<file path="src/rtl/tmr_stage_pkg.sv">
package tmr_stage_pkg;
  localparam int unsigned NLANE = 3;

  function automatic logic maj3(input logic x, input logic y, input logic z);
    return (x & y) | (x & z) | (y & z);
  endfunction
endpackage

</file>
<file path="src/rtl/tmr_copy_lane.sv">
module tmr_copy_lane #(
  parameter int unsigned W = 8
) (
  input  logic         clk,
  input  logic         rst,
  input  logic [W-1:0] opa,
  input  logic [W-1:0] opb,
  input  logic         inj_en,
  input  logic [W-1:0] inj_mask,
  output logic [W-1:0] q
);
  logic [W-1:0] sum_w;
  logic [W-1:0] flip_w;

  always_comb begin
    sum_w  = opa + opb;
    flip_w = inj_en ? inj_mask : '0;
  end

  always_ff @(posedge clk) begin
    if (rst) q <= '0;
    else     q <= sum_w ^ flip_w;
  end
endmodule

</file>
<file path="src/rtl/tmr_maj_voter.sv">
module tmr_maj_voter
  import tmr_stage_pkg::*;
#(
  parameter int unsigned W = 8
) (
  input  logic [W-1:0] a,
  input  logic [W-1:0] b,
  input  logic [W-1:0] c,
  output logic [W-1:0] y
);
  for (genvar i = 0; i < W; i++) begin : g_bit
    assign y[i] = maj3(a[i], b[i], c[i]);
  end

  always_comb begin
    if (a == b) p_unanimous_pair_r3: assert (y == a);
    if (a == c) p_unanimous_pair2_r3: assert (y == a);
  end
endmodule

</file>
<file path="src/rtl/tmr_mismatch.sv">
module tmr_mismatch #(
  parameter int unsigned W = 8
) (
  input  logic [W-1:0] a,
  input  logic [W-1:0] b,
  input  logic [W-1:0] c,
  output logic [W-1:0] diff
);
  for (genvar i = 0; i < W; i++) begin : g_bit
    assign diff[i] = (a[i] ^ b[i]) | (b[i] ^ c[i]);
  end
endmodule

</file>
<file path="src/rtl/tmr_voted_stage.sv">
module tmr_voted_stage
  import tmr_stage_pkg::*;
#(
  parameter int unsigned W = 8
) (
  input  logic                  clk,
  input  logic                  rst,
  input  logic [NLANE-1:0][W-1:0] opa_i,
  input  logic [NLANE-1:0][W-1:0] opb_i,
  input  logic [NLANE-1:0]      inj_en_i,
  input  logic [NLANE-1:0][W-1:0] inj_mask_i,
  output logic [NLANE-1:0][W-1:0] res_o,
  output logic [W-1:0]          disagree_o
);
  logic [NLANE-1:0][W-1:0] lane_q;
  logic                    ops_uniform;

  for (genvar c = 0; c < NLANE; c++) begin : g_lane
    tmr_copy_lane #(.W(W)) u_lane (
      .clk      (clk),
      .rst      (rst),
      .opa      (opa_i[c]),
      .opb      (opb_i[c]),
      .inj_en   (inj_en_i[c]),
      .inj_mask (inj_mask_i[c]),
      .q        (lane_q[c])
    );
    tmr_maj_voter #(.W(W)) u_vote (
      .a (lane_q[0]),
      .b (lane_q[1]),
      .c (lane_q[2]),
      .y (res_o[c])
    );
  end

  tmr_mismatch #(.W(W)) u_mis (
    .a    (lane_q[0]),
    .b    (lane_q[1]),
    .c    (lane_q[2]),
    .diff (disagree_o)
  );

  assign ops_uniform = (opa_i[0] == opa_i[1]) && (opa_i[1] == opa_i[2]) &&
                       (opb_i[0] == opb_i[1]) && (opb_i[1] == opb_i[2]);

  p_reset_clear_r1: assert property (@(posedge clk) disable iff (rst)
    $past(rst) |-> (res_o == '0 && disagree_o == '0));

  p_lanes_agree_r7: assert property (@(posedge clk) disable iff (rst)
    (res_o[0] == res_o[1]) && (res_o[1] == res_o[2]));

  p_single_fault_masked_r4: assert property (@(posedge clk) disable iff (rst)
    (!$past(rst) && $past(ops_uniform) && $onehot0($past(inj_en_i)))
      |-> (res_o[0] == W'($past(opa_i[0]) + $past(opb_i[0]))));

  p_quiet_no_disagree_r5: assert property (@(posedge clk) disable iff (rst)
    (!$past(rst) && $past(ops_uniform) && $past(inj_en_i) == '0)
      |-> (disagree_o == '0));
endmodule

</file>
<file path="config.mk">
export PLATFORM = sky130hd
export DESIGN_NAME = tmr_voted_stage
export DESIGN_NICKNAME = d
export VERILOG_FILES = /design/src/rtl/tmr_stage_pkg.sv /design/src/rtl/tmr_copy_lane.sv /design/src/rtl/tmr_maj_voter.sv /design/src/rtl/tmr_mismatch.sv /design/src/rtl/tmr_voted_stage.sv
export SDC_FILE = /design/constraint.sdc
export NUM_CORES = 1
export LEC_CHECK = 0
export CAP_MARGIN = 25
export CORE_ASPECT_RATIO = 2
export CORE_MARGIN = 8
export CORE_UTILIZATION = 30
export CTS_BUF_LIST = sky130_fd_sc_hd__clkbuf_8
export CTS_CLUSTER_SIZE = 40
export DETAILED_ROUTE_END_ITERATION = 8
export PLACE_DENSITY_LB_ADDON = 0.1
export SLEW_MARGIN = 10
export SYNTH_ARGS = -nofsm -noshare
export SYNTH_HDL_FRONTEND = slang
export SYNTH_SLANG_ARGS = --single-unit
</file>
<file path="constraint.sdc">
create_clock -name clk -period 3 [get_ports clk]
set_clock_uncertainty 0.15 [all_clocks]
set_input_delay 0.75 -clock clk [delete_from_list [all_inputs] [get_ports clk]]
set_output_delay 0.75 -clock clk [all_outputs]
set_load 0.005 [all_outputs]
</file>
After elaboration in Yosys (flattened, before gate mapping)
Index checks and enable logic that the tools add are counted.
W data, S select, Z words.
{"block": "op_classes", "addsub": 3, "n_mux": 3, "bitwise_logic": 67}
{"operator": "$add A8 B8 Y8", "count": 3}
{"operator": "$and A1 B1 Y1", "count": 24}
{"operator": "$mux W8", "count": 3}
{"operator": "$or A1 B1 Y1", "count": 24}
{"operator": "$xor A8 B8 Y8", "count": 3}
{"operator": "$xor A1 B1 Y1", "count": 16}
{"block": "totals", "register_bits": 24, "in_bits": 77, "out_inout_bits": 32}

Depth between registers and ports, before layout
{"block": "depth", "word_depth": 3, "depth_mapped": 7, "mapped_depth_nobuf": 7}

By module
From an unflattened synthesis, not the netlist that was laid out.
{"block": "hier_totals", "hier_cells": 270, "area_unflattened_um2": 2314.7}
{"mod": "tmr_copy_lane", "n_inst": 3, "cells_each": 74, "area_per_inst_um2": 628.1}
{"mod": "tmr_maj_voter", "n_inst": 3, "cells_each": 8, "area_per_inst_um2": 90.1}
{"mod": "tmr_mismatch", "n_inst": 1, "cells_each": 24, "area_per_inst_um2": 160.2}

Worst setup path after synthesis
OpenSTA, ideal clock, no wires.
{"block": "synth_timing", "path_type": "input-to-reg", "start": "in opa_i[19] (netlist name)", "end": "reg g_lane[2].u_lane.q[7]", "setup_ns": 0.131, "t_arrival_ns": 1.914, "required_time_ns": 2.719, "path_slack_ns": 0.806, "stages": 5, "n_path_buf": 0, "path_cell_list": "ha_1 or4_4 a211oi_2 or3_2 a21oi_2"}
{"block": "synth_between", "elab_chain_cells": 2}
{"item": "from (decl)", "line": "tmr_voted_stage.sv:8", "text": "input logic [NLANE-1:0][W-1:0] opa_i,"}
{"item": "$add A8 B8 Y8", "line": "tmr_copy_lane.sv:16", "text": "sum_w = opa + opb;"}
{"item": "$xor A8 B8 Y8", "line": "tmr_copy_lane.sv:22", "text": "else q <= sum_w ^ flip_w;"}
{"item": "to (signal assigned)", "line": "tmr_copy_lane.sv:22"}
{"item": "to (decl)", "line": "tmr_copy_lane.sv:10", "text": "output logic [W-1:0] q"}
Every way passes these cells.
A chain may end at the register's enable or synchronous reset.

Final worst setup path
{"block": "layout_timing", "start": "reg g_lane[1].u_lane.q[6]", "end": "out disagree_o[6]"}
{"block": "layout_between", "elab_chain_cells": 2, "elab_cells_between_ends": 3}
{"item": "from (decl)", "line": "tmr_copy_lane.sv:10"}
{"item": "from (signal assigned)", "line": "tmr_copy_lane.sv:22"}
{"item": "$xor A1 B1 Y1", "line": "tmr_mismatch.sv:10", "text": "assign diff[i] = (a[i] ^ b[i]) | (b[i] ^ c[i]);"}
{"item": "$or A1 B1 Y1 (*)", "line": "tmr_mismatch.sv:10"}
{"item": "to (decl)", "line": "tmr_voted_stage.sv:13", "text": "output logic [W-1:0] disagree_o"}
Mark *: on every way between the ends. The rest lies on a longest branch, timed or not.

==> out/summary.json <==
{
  "status": "finished clean",
  "timing.critical_path.to_type": "primary output",
  "grt_setup_unrepaired": "no",
  "synth.cell_area_um2": 2300,
  "count_of_placed_standard_cells_in_the_final_layout_fillers_left_out": 451,
  "grt_pass1_wl_um": 10500,
  "internal_power_mw": 0.899,
  "hold_end": "g_lane[1].u_lane.q[2]",
  "p_sw_share_pct": 30.1,
  "fmax_ghz": 0.394,
  "worstSetupStartpointType": "flop",
  "antenna_found_initial": 0,
  "timing.hold.worst.class": "in -> reg",
  "grt_usage_pct": 11.8,
  "synth_top_area_share_pct": 20.9,
  "dpl_hpwl_um": 5650,
  "clockBufferDepth": 2,
  "numPortBuffers": 108,
  "crit_path_max_fanout": 2,
  "timing.critical_path.arrival_ns": 1.64,
  "setup_total_negative_slack_ns": 0,
  "final_layout_size_suffix_gt1_share_pct": 6.72,
  "route.detailed.vias_per_inst": 4.71,
  "holdCritStartpoint": "inj_mask_i[10]",
  "slew-limit-headroom_pct": 75.4,
  "synthCells": 264,
  "syn_area_per_cell_um2": 8.72,
  "distinct_cells_synth": 38,
  "finalWirelength_um": 6430,
  "power_leakage_nw": 1.54,
  "final-max-slew-violation-count": 0,
  "diodes": 0,
  "switchingPower_mw": 0.387,
  "post_dr_wirelength_cell_um": 14.3,
  "floorplan.die.width_um": 77.9,
  "syn_to_final_growth_pct": 49.1,
  "dieArea_um2": 10900,
  "core-area_um2": 7540,
  "drt_drc_violations_left": 0,
  "syn-num-nets": 381,
  "max_cap_violations": 0,
  "cts_root_buf": "sky130_fd_sc_hd__clkbuf_8",
  "yosys-top-cells-count": "sky130_fd_sc_hd__ha_1, sky130_fd_sc_hd__dfxtp_1, sky130_fd_sc_hd__nand2_1",
  "grt_max_degree": 25,
  "post_cts.resized_instances": 0,
  "layout_worst_path_cycle_share_pct": 84.5,
  "synth_warnings": 0,
  "vdd.ir_drop.worst_mv": 0.162,
  "synthFlopType": "sky130_fd_sc_hd__dfxtp_1",
  "cts-htree-levels": 1,
  "rows": 45,
  "synth-edff-count": 0,
  "clock_transition_at_the_registers_of_the_reported_paths_ns": 0.08,
  "drtAntennaViolNets": 0,
  "ffs_latches_synth": 24,
  "clock-sinks": 24,
  "routabilityCongestion": 0.730,
  "cellPowerDensity_nw_per_um2": 375,
  "share_clk_of_total_power_pct": 16.7,
  "cts_post_setup_buffers_inserted": 0,
  "worst_pin_slew_ns": 0.366,
  "route.vias.total": 2125,
  "final-setup-viol-count": 0,
  "synth.yosys.seq_area_share_pct": 20.9,
  "final.fill_count": 794,
  "fp.dieH_um": 140,
  "dr.pass1.iters": 4,
  "share_comb_of_total_power_pct": 52.9,
  "shortest_period_the_worst_path_allows_ns": 2.54,
  "synthTopCellsByArea": "sky130_fd_sc_hd__dfxtp_1, sky130_fd_sc_hd__ha_1, sky130_fd_sc_hd__xor2_1",
  "max_flop_register": "g_lane.u_lane.q",
  "synth_top_area_cell": "sky130_fd_sc_hd__dfxtp_1",
  "number_of_nets_in_the_layout": 475,
  "start_util_pct": 30.5,
  "number_of_flip_flops_in_the_largest_register": 24,
  "top_regs": "g_lane.u_lane.q (24)",
  "post-synth-top-count-cell": "sky130_fd_sc_hd__ha_1",
  "timing_worst_setup_path_type": "reg -> out",
  "drt_iter0_markers": 51,
  "sequential_share_of_power_pct": 30.3,
  "finish.utilization_pct": 45.5,
  "post_cts_hold_buffer_count": 0,
  "place_inst": 447,
  "worst-endpoint-required_ns": 2.10,
  "clock_tree_from_tritoncts": "yes",
  "grt_overflow": 0,
  "tritoncts_buffers": 3,
  "worst_hold_path.num_cells": 4,
  "final-hold-violation-count": 0,
  "ioPinCount": 109,
  "fin_total_pwr_mw": 1.29,
  "async_flop_share_pct": 0,
  "first_global_vias": 2274
}
==> worst max path at each step <==
| stage | start | to | slack, ns |
|---|---|---|---|
| floorplan | opa_i[19] | g_lane[2].u_lane.q[7] | 0.81 |
| global placement | opa_i[8] | g_lane[1].u_lane.q[4] | 0.24 |
| detailed placement | opa_i[8] | g_lane[1].u_lane.q[4] | 0.25 |
| CTS | g_lane[1].u_lane.q[6] | disagree_o[6] | 0.41 |
| global route | g_lane[1].u_lane.q[6] | disagree_o[6] | 0.37 |
| finish | g_lane[1].u_lane.q[6] | disagree_o[6] | 0.46 |
==> final cells by class <==
class / count / area, µm² / share of cell area, %
Tap cell: 94 / 118 / 3.43
Timing Repair Buffer: 110 / 1100 / 31.9
Inverter: 12 / 45.0 / 1.31
Sequential cell: 24 / 480 / 14.0
Multi-Input combinational cell: 207 / 1640 / 47.7
Clock buffer: 4 / 55.1 / 1.60
==> per-stage QoR <==
step	hold WS (ns)	instance area (µm²)	setup WS, ns
after detailed placement	1.24	3380	0.250
after global routing	0.994	3430	0.367
after CTS	0.957	3430	0.406
after floorplan	0.676	2300	0.806
final	0.967	3430	0.465
after global placement	1.24	3380	0.240
==> cells by family (layout without fill, tap and decap cells) <==
| kind of cell | after synthesis | in the layout | share of synthesized area, % |
|---|---|---|---|
| adder cells (fa/ha/maj) | 40 | 40 | 22.7 |
| buffers and inverters | 33 | 126 | 7.99 |
| XOR/XNOR | 33 | 33 | 13.2 |
| AND/OR/NAND/NOR | 68 | 68 | 14.8 |
| flip-flops | 24 | 24 | 20.9 |
| AO/OA/AOI/OAI | 66 | 66 | 20.4 |
==> critical path, cell delays in order, from the launching register on <==
cell and delay [ns]:
sky130_fd_sc_hd__dfxtp_1 0.38, sky130_fd_sc_hd__ha_1 0.24, sky130_fd_sc_hd__or2_2 0.30, sky130_fd_sc_hd__clkdlybuf4s50_1 0.46
==> power groups by stage <==
stage | Sequential, mW | Clock (mW) | Combinational [mW]
final | 0.390 | 0.215 | 0.680
after global routing | 0.396 | 0.241 | 0.755
after CTS | 0.392 | 0.228 | 0.698
after detailed placement | 0.399 | 0 | 0.694
after global placement | 0.398 | 0 | 0.685
after floorplan | 0.389 | 0 | 0.381
==> per-layer routing <==
layer	GRT usage, %	up-vias	part of all wire, %
met5	0	-	0
met3	2.13	2	4.9
met1	11.2	957	37
met4	4.13	0	1.2
li1	-	1103	-
met2	23.6	63	57
==> cells in the final DEF, fill, tap and decap left out, types with 4 or more instances in the layout <==
cell and count:
sky130_fd_sc_hd__a211o_1 8, sky130_fd_sc_hd__a21o_1 7, sky130_fd_sc_hd__a21oi_1 23, sky130_fd_sc_hd__clkbuf_8 4
sky130_fd_sc_hd__clkdlybuf4s50_1 108, sky130_fd_sc_hd__dfxtp_1 24, sky130_fd_sc_hd__ha_1 37, sky130_fd_sc_hd__inv_1 12
sky130_fd_sc_hd__nand2_1 24, sky130_fd_sc_hd__nand3_1 8, sky130_fd_sc_hd__nor2_1 12, sky130_fd_sc_hd__nor3b_1 5
sky130_fd_sc_hd__o21ai_0 4, sky130_fd_sc_hd__or2_2 8, sky130_fd_sc_hd__xnor2_1 14, sky130_fd_sc_hd__xor2_1 17
(Power assumes the default switching activity.)
